**config.mk**
```make
export PLATFORM = sky130hd
export DESIGN_NAME = comb_divider
export DESIGN_NICKNAME = d
export VERILOG_FILES = /design/src/rtl/comb_divider_pkg.sv /design/src/rtl/div_stage.sv /design/src/rtl/div_datapath.sv /design/src/rtl/div_ctrl.sv /design/src/rtl/comb_divider.sv
export SDC_FILE = /design/constraint.sdc
export NUM_CORES = 1
export LEC_CHECK = 0
export ABC_CLOCK_PERIOD_IN_PS = 48700
export BUFFER_PORTS_ARGS = -buffer_cell sky130_fd_sc_hd__buf_2
export CAP_MARGIN = 30
export CORE_AREA = 2 2 86 88
export DETAILED_ROUTE_END_ITERATION = 16
export DIE_AREA = 0 0 88 90
export PLACE_DENSITY = 0.88
export SLEW_MARGIN = 0
export SYNTH_ARGS = -nofsm -noshare
export SYNTH_HDL_FRONTEND = slang
export SYNTH_SLANG_ARGS = --single-unit
```
**constraint.sdc**
```tcl
create_clock -name vclk -period 48.7
set_input_delay 4.87 -clock vclk [all_inputs]
set_output_delay 4.87 -clock vclk [all_outputs]
set_load 0.01 [all_outputs]
```
**src/rtl/comb_divider_pkg.sv**
```systemverilog
package comb_divider_pkg;

  // Strobes from the divide control to the datapath output stage
  typedef struct packed {
    logic zeroDivisor;
    logic forceQuotOnes;
    logic passRemainder;
  } divStrobes_t;

endpackage

```
**src/rtl/div_stage.sv**
```systemverilog
// One restoring step: shift in a dividend bit, try to subtract, keep or restore.
module div_stage #(
  parameter int DWIDTH = 8
) (
  input  logic [DWIDTH-1:0] remIn,
  input  logic              dividendBit,
  input  logic [DWIDTH-1:0] divisor,
  output logic [DWIDTH-1:0] remOut,
  output logic              quotBit
);
  logic [DWIDTH:0] partial;
  logic [DWIDTH:0] diff;
  logic            borrow;

  assign partial = {remIn, dividendBit};
  assign diff    = partial - {1'b0, divisor};
  // partial < 2*divisor holds for a nonzero divisor, so the top bit is the borrow
  assign borrow  = diff[DWIDTH];
  assign quotBit = ~borrow;
  assign remOut  = borrow ? partial[DWIDTH-1:0] : diff[DWIDTH-1:0];
endmodule

```
**src/rtl/div_datapath.sv**
```systemverilog
// Restoring array divider plus the output override stage.
module div_datapath
  import comb_divider_pkg::*;
#(
  parameter int DWIDTH = 8
) (
  input  logic [DWIDTH-1:0] dividendIn,
  input  logic [DWIDTH-1:0] divisorIn,
  input  divStrobes_t       strobes,
  output logic [DWIDTH-1:0] quotientOut,
  output logic [DWIDTH-1:0] remainderOut
);
  logic [DWIDTH-1:0] quotRaw;
  logic [DWIDTH-1:0] remRaw;

  for (genvar k = 0; k < DWIDTH; k++) begin : stg
    logic [DWIDTH-1:0] remPrev;
    logic [DWIDTH-1:0] remNext;
    logic              qBit;

    if (k == 0) begin : g_first
      assign remPrev = '0;
    end else begin : g_rest
      assign remPrev = stg[k-1].remNext;
    end

    div_stage #(.DWIDTH(DWIDTH)) u_stage (
      .remIn      (remPrev),
      .dividendBit(dividendIn[DWIDTH-1-k]),
      .divisor    (divisorIn),
      .remOut     (remNext),
      .quotBit    (qBit)
    );

    assign quotRaw[DWIDTH-1-k] = qBit;
  end

  assign remRaw = stg[DWIDTH-1].remNext;

  assign quotientOut  = strobes.forceQuotOnes ? '1 : quotRaw;
  assign remainderOut = strobes.passRemainder ? dividendIn : remRaw;
endmodule

```
**src/rtl/div_ctrl.sv**
```systemverilog
// Divide control: zero-divisor detection and flag generation.
module div_ctrl
  import comb_divider_pkg::*;
#(
  parameter int DWIDTH = 8,
  parameter int CWIDTH = (DWIDTH - 1) / 4 + 1
) (
  input  logic [DWIDTH-1:0] divisorIn,
  input  logic [CWIDTH-1:0] carryIn,
  output divStrobes_t       strobes,
  output logic [CWIDTH-1:0] carryOut,
  output logic              overflowOut
);
  logic isZero;

  assign isZero = (divisorIn == '0);

  always_comb begin
    strobes               = '0;
    strobes.zeroDivisor   = isZero;
    strobes.forceQuotOnes = isZero;
    strobes.passRemainder = isZero;
  end

  assign overflowOut = strobes.zeroDivisor;

  if (CWIDTH > 1) begin : g_aux
    assign carryOut = {1'b0, carryIn[CWIDTH-2:0]};
  end else begin : g_noaux
    assign carryOut = 1'b0;
  end
endmodule

```
**src/rtl/comb_divider.sv**
```systemverilog
module comb_divider
  import comb_divider_pkg::*;
#(
  parameter int DWIDTH = 8,
  parameter int CWIDTH = (DWIDTH - 1) / 4 + 1
) (
  input  logic [DWIDTH-1:0] dividendIn,
  input  logic [DWIDTH-1:0] divisorIn,
  input  logic [CWIDTH-1:0] carryIn,
  input  logic              overflowIn,
  output logic [DWIDTH-1:0] quotientOut,
  output logic [DWIDTH-1:0] remainderOut,
  output logic [CWIDTH-1:0] carryOut,
  output logic              overflowOut
);
  divStrobes_t strobes;
  logic        unusedFlags;

  // Incoming main carry and overflow take no part in the result
  assign unusedFlags = &{1'b0, overflowIn, carryIn[CWIDTH-1]};

  div_ctrl #(.DWIDTH(DWIDTH), .CWIDTH(CWIDTH)) ctrl_i (
    .divisorIn  (divisorIn),
    .carryIn    (carryIn),
    .strobes    (strobes),
    .carryOut   (carryOut),
    .overflowOut(overflowOut)
  );

  div_datapath #(.DWIDTH(DWIDTH)) dp_i (
    .dividendIn  (dividendIn),
    .divisorIn   (divisorIn),
    .strobes     (strobes),
    .quotientOut (quotientOut),
    .remainderOut(remainderOut)
  );
endmodule

```
# Yosys cells after proc, flatten, opt, wreduce, memory -nomap -nowiden

Index checks and enable logic that the tools add are counted.

Add/subtract/negate cells: 8
$mul: 0
Div/mod/pow operators: 0
$lt $le $gt $ge: 0
Eq/ne operators: 0
Shifts and indexed selects: 0
Multiplexer cells: 10
Bitwise logic cells: 8
Reduce and logical (&&, ||, !) cells: 1

Operators with widths:

| operator                                    | number |
|---|---|
| 8-bit 2-to-1 mux                            | 10 |
| 9-bit by 8-bit subtractor with 9-bit output | 7 |
| 1-bit by 8-bit subtractor with 9-bit output | 1 |
| 8-bit logical NOT                           | 1 |
| 1-bit inverter                              | 8 |

Register bits: 0
Latch bits: 0
RAM bits: 0
ROM bits: 0
Bits of input ports: 19
Output and inout port bits: 19
Logic and storage cells: 27
Memories: 0

# Longest topological paths before layout

Gate-level depths: netlist (run 1).

Word-level depth: 17
Gate-level depth with buffers: 86
Mapped depth without buffers: 83

# By module

From an unflattened synthesis (run 1), not the netlist that was laid out.

Cell total of the unflattened synthesis: 499
Area, all modules: 4229.1 um^2

By module, submodules not included:

| module                               | instances | cells each | area each (um^2) | sequential area each (um^2) |
|---|---|---|---|---|
| div_stage at dp_i.stg[0].u_stage ... | 6         | 58         | 485.5            | 0.0 |
| div_stage at dp_i.stg[6].u_stage ... | 2         | 62         | 535.5            | 0.0 |
| div_datapath                         | 1         | 18         | 185.2            | 0.0 |
| div_ctrl                             | 1         | 9          | 60.1             | 0.0 |

# Worst setup path before layout (run 1)

Ideal clock, no wire load.

Kind: in2out
Start point: input port dividendIn[7]
End point: output port remainderOut[1]
Arrival: 20.782 ns
Data required time: 43.830 ns
Path slack: 23.048 ns
Stages: 82
Path buffers: 4
Path through: inv_1 > ha_1 > inv_1 > ha_1 > nor4b_4 > nand2_1 > nor2_1 > a21oi_1 > fa_1 > or3_1 > a21oi_2 > nor4b_4 > or2_1 > buf_4 > o21ai_0 > inv_1 > fa_1 > nor2b_1 > (+46 left out) > a21o_1 > a21o_2 > nand2_2 > mux2_4 > inv_1 > ha_1 > nor2b_1 > o21ai_0 > nand2b_1 > a21o_1 > a21o_1 > a21o_1 > a21o_1 > nor2_1 > nand2_1 > a211oi_2 > nor2_1 > o221ai_1

Word-level cells in the longest chain between the ends: 17

RTL lines:

| item                                        | RTL line           | RTL |
|---|---|---|
| start: declaration                          | comb_divider.sv:7  | `input logic [DWIDTH-1:0] dividendIn,` |
| 1-bit by 8-bit subtractor with 9-bit output | div_stage.sv:16    | `assign diff = partial - {1'b0, divisor};` |
| 8-bit 2-to-1 mux *                          | div_stage.sv:20    | `assign remOut = borrow ? partial[DWIDTH-1:0] : diff[DWIDTH-1:0];` |
| 9-bit by 8-bit subtractor with 9-bit output | div_stage.sv:16    |  |
| 8-bit 2-to-1 mux *                          | div_stage.sv:20    |  |
| 9-bit by 8-bit subtractor with 9-bit output | div_stage.sv:16    |  |
| 8-bit 2-to-1 mux *                          | div_stage.sv:20    |  |
| 9-bit by 8-bit subtractor with 9-bit output | div_stage.sv:16    |  |
| 8-bit 2-to-1 mux *                          | div_stage.sv:20    |  |
| 9-bit by 8-bit subtractor with 9-bit output | div_stage.sv:16    |  |
| 8-bit 2-to-1 mux *                          | div_stage.sv:20    |  |
| 9-bit by 8-bit subtractor with 9-bit output | div_stage.sv:16    |  |
| 8-bit 2-to-1 mux *                          | div_stage.sv:20    |  |
| 9-bit by 8-bit subtractor with 9-bit output | div_stage.sv:16    |  |
| 8-bit 2-to-1 mux *                          | div_stage.sv:20    |  |
| 9-bit by 8-bit subtractor with 9-bit output | div_stage.sv:16    |  |
| 8-bit 2-to-1 mux *                          | div_stage.sv:20    |  |
| 8-bit 2-to-1 mux *                          | div_datapath.sv:41 | `assign remainderOut = strobes.passRemainder ? dividendIn : remRaw;` |
| end: declaration                            | comb_divider.sv:12 | `output logic [DWIDTH-1:0] remainderOut,` |

Every way passes the cells marked *; elsewhere a longest branch is shown, timed or not.

# Worst setup path in the final report (run 1)

Start point: input port divisorIn[1]
End point: output port remainderOut[7]

Word-level cells in the longest chain between the ends: 17
Elaborated cells between the ends (all ways): 18
Classes of those cells: add/sub (8); mux (9); reduce/logical (1)

RTL lines:

| item                                        | RTL line           | RTL |
|---|---|---|
| start: declaration                          | comb_divider.sv:8  | `input logic [DWIDTH-1:0] divisorIn,` |
| 1-bit by 8-bit subtractor with 9-bit output | div_stage.sv:16    |  |
| 8-bit 2-to-1 mux                            | div_stage.sv:20    |  |
| 9-bit by 8-bit subtractor with 9-bit output | div_stage.sv:16    |  |
| 8-bit 2-to-1 mux                            | div_stage.sv:20    |  |
| 9-bit by 8-bit subtractor with 9-bit output | div_stage.sv:16    |  |
| 8-bit 2-to-1 mux                            | div_stage.sv:20    |  |
| 9-bit by 8-bit subtractor with 9-bit output | div_stage.sv:16    |  |
| 8-bit 2-to-1 mux                            | div_stage.sv:20    |  |
| 9-bit by 8-bit subtractor with 9-bit output | div_stage.sv:16    |  |
| 8-bit 2-to-1 mux                            | div_stage.sv:20    |  |
| 9-bit by 8-bit subtractor with 9-bit output | div_stage.sv:16    |  |
| 8-bit 2-to-1 mux                            | div_stage.sv:20    |  |
| 9-bit by 8-bit subtractor with 9-bit output | div_stage.sv:16    |  |
| 8-bit 2-to-1 mux                            | div_stage.sv:20    |  |
| 9-bit by 8-bit subtractor with 9-bit output | div_stage.sv:16    |  |
| 8-bit 2-to-1 mux                            | div_stage.sv:20    |  |
| 8-bit 2-to-1 mux *                          | div_datapath.sv:41 |  |

Marked as above.

==> qor.yml, run 1 <==
status: "complete, no violations"
clock_buffers: 0
slew_headroom_pct: 53.2
area_delta_synth_final_pct: 5.88
post-dp-hpwl_um: 9490
rsz0062_at_grt: "false"
drive_above_1_share_pct: 12.6
drc: 0
end_kind: "primary output"
critical_path_class: "primary input to primary output"
ys_seq_area_share_pct: 0
fin_crit_sh_pct: 58.9
cp-start-kind: "primary input"
wl_um: 11800
grt_first_pass_wirelength_um: 19300
grt_pass1_vias: 4351
fin_nets: 665
drv_cap: 0
tightest_slew_ps: 702
vias_per_cell: 6.58
cts-resized-gates: 0
grt_antenna_before_repair: 0
syn-cell-area_mm2: 0.00409
cp_common_cell: "a21o_1"
fp-row-count: 31
crit_fanout: 15
netlist_top_cells_count: "ha_1 (58), nand2_1 (46), inv_1 (43)"
start_util_pct: 58.2
post-cts-setup-buffers: 0
port_buffers: 33
fin_setup_tns_ps: 0
io_pins: 38
yosysMostFrequentCell: "ha_1"
period_needed_ps: 28670
die_height_um: 90
num_vias: 4462
fmax_mhz: 34.9
final_antenna_net_count: 0
synth.distinct_cells: 82
dieArea_mm2: 0.00792
setup_viol: 0
cp_slowest_cell: "or4_1"
track_usage_pct: 29.3
grt_overflow: 0
yosysTopAreaCell: "ha_1"
timing_hold_violations_final: 0
synth_warnings: 0
hold_buffers: 0
wl_per_cell_um: 17.4
worst_hold_path_type: "primary input to primary output"
dieWidth_um: 88
diodes: 0
regArea_um2: 0
slew_violations: 0
avgSynthCellArea_um2: 7.37
grt_max_degree: 16
gp_congestion: 0.975
coreArea_mm2: 0.00702
cpPeakStageDelay_ps: 840
firstDrtPassIters: 5
cp.required_ps: 43830
synthCells: 555
synth_top_area_share_pct: 17.8
critPathArrivalTime_ps: 23800
drt_iter0_drc: 346
flops_and_latches: 0
synthTopCellsByArea: "ha_1 (18%), xnor2_1 (5.6%), mux2i_1 (4.4%), o21ai_0 (4.4%), nand2_1 (4.2%)"
[routing by layer]
layer / track usage, % / vias to the layer above / share of wire (%)
li1: - / 2135 / -
met1: 36.5 / 2054 / 41
met2: 49.9 / 218 / 48
met3: 2.02 / 55 / 6.3
met4: 14.0 / 0 / 4.6
met5: 0 / - / 0
[cell families after synthesis]
kind of cell    count (synthesis)  share of synthesized area [%]
fa+ha+maj                      65                           21.2
compound gates                176                           31.1
buf+inv                        57                           5.69
other cells                     1                         0.0917
simple gates                  181                           24.2
xor+xnor                       45                           9.83
mux                            30                           7.90
[cell type report]
| class | instances | area (um2) |
|---|---|---|
| Timing Repair Buffer | 34 | 173 |
| Fill cell | 622 | 2690 |
| Tap cell | 99 | 124 |
| Multi-Input combinational cell | 501 | 3870 |
| Inverter | 44 | 165 |
[per-stage QoR]
step	util (%)	instances	hold slack, ps	area (um2)	setup WS (ps)
2_1_floorplan	-	558	9830	4100	23050
3_3_place_gp	61.6	678	9740	4330	20840
3_5_place_dp	61.6	678	9740	4330	20440
4_1_cts	61.6	678	9740	4330	20280
5_1_grt	61.6	678	9740	4330	18570
6_report	61.6	678	9740	4330	20030
[worst max-delay path: cells and delay by family]
family,cells,cell delay (ps)
buf+inv,7,1290
mux,2,740
simple gates,24,5260
compound gates,35,7840
xor+xnor,3,830
fa+ha+maj,8,2960
[placed cells by master, fill, tap and decap left out, drive strengths merged, types with 5 or more instances in the layout]
cell,instances
nor3,17
a21oi,31
buf,34
a221oi,5
inv,43
nor2,34
xnor2,27
fa,7
nand2,47
a22oi,5
or3,9
nor2b,16
o31ai,6
or2,5
mux2,12
mux2i,18
a21boi,6
ha,58
a21o,21
xor2,18
and2,6
nand2b,10
o221ai,8
nand3,12
o211ai,5
nand4,5
o21ai,40
a211oi,11
[worst paths after layout]
| check | from | to | slack [ps] | depth (start not counted) |
|---|---|---|---|---|
| worst min-delay path | carryIn[0] | carryOut[0] | 9740 | 0 |
| worst max-delay path | divisorIn[1] | remainderOut[7] | 20030 | 79 |
Power of run 1 is not shown: default switching activity piles up to over one toggle a cycle in this logic, so the estimate is an artifact.
==> run 2: changes to the inputs <==
- ABC_CLOCK_PERIOD_IN_PS: 48700 -> 25900
- CORE_AREA: 2 2 86 88 -> 2 2 87 89
- DIE_AREA: 0 0 88 90 -> 0 0 89 91
- PLACE_DENSITY: 0.88 -> 0.89
- clock period: 48.7 -> 25.9 ns (I/O delays scaled with it)
==> run 2 against run 1 <==
Critical path type unchanged. First-iteration DRC count rose by 12%. Die area increased by 2.3%. Sequential share of layout area did not move. Via count grew 0.78%. Cell count did not move. Critical endpoint is now remainderOut[1]. Setup slack got worse by 19000 ps.
==> qor.yml, run 2 (synthesized netlist as in run 1, its figures left out) <==
status: "complete, no violations"  # unchanged
hold_buffers: 0  # unchanged
cp.required_ps: 23310  # was 43830 ps
drt_iter0_drc: 387  # was 346
vias_per_cell: 6.63  # was 6.58
wl_um: 11900  # was 11800 um
dieWidth_um: 89  # was 88 um
fin_nets: 665  # unchanged
tightest_slew_ps: 705  # was 702 ps
start_util_pct: 57.3  # was 58.2%
setup_viol: 0  # unchanged
rsz0062_at_grt: "false"  # unchanged
fin_setup_tns_ps: 0  # unchanged
grt_max_degree: 16  # unchanged
fp-row-count: 31  # unchanged
dieArea_mm2: 0.00810  # was 0.00792 mm2
drv_cap: 0  # unchanged
timing_hold_violations_final: 0  # unchanged
final_common_cell: "ha_1"  # unchanged
cp_slowest_cell: "or4_1"  # unchanged
cpPeakStageDelay_ps: 830  # was 840 ps
flops_and_latches: 0  # unchanged
diodes: 0  # unchanged
whs_path_depth: 0  # unchanged
wl_per_cell_um: 17.5  # was 17.4 um
critPathArrivalTime_ps: 21880  # was 23800 ps
firstDrtPassIters: 6  # was 5
cp-start-kind: "primary input"  # unchanged
slew_violations: 0  # unchanged
grt_first_pass_wirelength_um: 19800  # was 19300 um
drc: 0  # unchanged
post-cts-setup-buffers: 0  # unchanged
min_to: "carryOut[0]"  # unchanged
area_delta_synth_final_pct: 5.88  # unchanged
nFillCells: 662  # was 622
clock_buffers: 0  # unchanged
fin_crit_sh_pct: 94.5
num_vias: 4497  # was 4462
cts-resized-gates: 0  # unchanged
crit_fanout: 15  # unchanged
regArea_um2: 0  # unchanged
grt_antenna_before_repair: 0  # unchanged
period_needed_ps: 24470
final_cell_mix: "ha_1 (58), nand2_1 (46), inv_1 (43), o21ai_0 (36)"  # unchanged
min-delay-start: "carryIn[0]"  # unchanged
io_pins: 38  # unchanged
slew_headroom_pct: 52.8  # was 53.2%
critical_path_class: "primary input to primary output"  # unchanged
coreArea_mm2: 0.00714  # was 0.00702 mm2
port_buffers: 33  # unchanged
track_usage_pct: 29.5  # was 29.3%
grt_pass1_vias: 4352  # was 4351
fmax_mhz: 40.9
drive_above_1_share_pct: 12.6  # unchanged
end_kind: "primary output"  # unchanged
post-dp-hpwl_um: 9550  # was 9490 um
die_height_um: 91  # was 90 um
cp_common_cell: "a21o_1"  # unchanged
final_antenna_net_count: 0  # unchanged
grt_overflow: 0  # unchanged
gp_congestion: 0.946  # was 0.975
worst_hold_path_type: "primary input to primary output"  # unchanged
[run 2: metal layers]
metal	GRT usage (%)	up-vias	part of all wire (%)
met5	0	-	0
met4	12.8	0	4.4
met3	2.64	53	6.9
met2	50.2	236	49
met1	37.2	2084	40
li1	-	2124	-
[run 2: cell type report]
cell class	instances	area, um2	share of cell area (%)
Multi-Input combinational cell	501	3870	89.3
Timing Repair Buffer	34	173	3.99
Inverter	44	165	3.82
Tap cell	99	124	2.86
[run 2: metrics by stage]
| step | utilization, % | cells | setup slack [ps] | hold slack [ps] | instance area [um2] |
|---|---|---|---|---|---|
| finish | 60.6 | 678 | 1430 | 5180 | 4330 |
| global route | 60.6 | 678 | 232 | 5180 | 4330 |
| CTS | 60.6 | 678 | 1850 | 5180 | 4330 |
| detailed placement | 60.6 | 678 | 1960 | 5180 | 4330 |
| global placement | 60.6 | 678 | 2590 | 5180 | 4330 |
| floorplan | - | 558 | 4810 | 5270 | 4100 |
[run 2: how the worst max path moves through the flow]
| stage | startpoint | end | slack, ps |
|---|---|---|---|
| 2_1_floorplan | dividendIn[7] | remainderOut[1] | 4810 |
| 3_3_place_gp | divisorIn[1] | remainderOut[1] | 2590 |
| 3_5_place_dp | divisorIn[1] | remainderOut[1] | 1960 |
| 4_1_cts | divisorIn[1] | remainderOut[1] | 1850 |
| 5_1_grt | divisorIn[1] | remainderOut[6] | 230 |
| 6_report | divisorIn[1] | remainderOut[1] | 1430 |
[run 2: critical path, delay by kind of cell]
kind / cells / cell delay (ps)
fa+ha+maj: 8 / 2860
compound gates: 34 / 7960
xor+xnor: 2 / 640
simple gates: 25 / 5510
buf+inv: 8 / 1580
mux: 2 / 720
Power of run 2 is left out for the same reason.
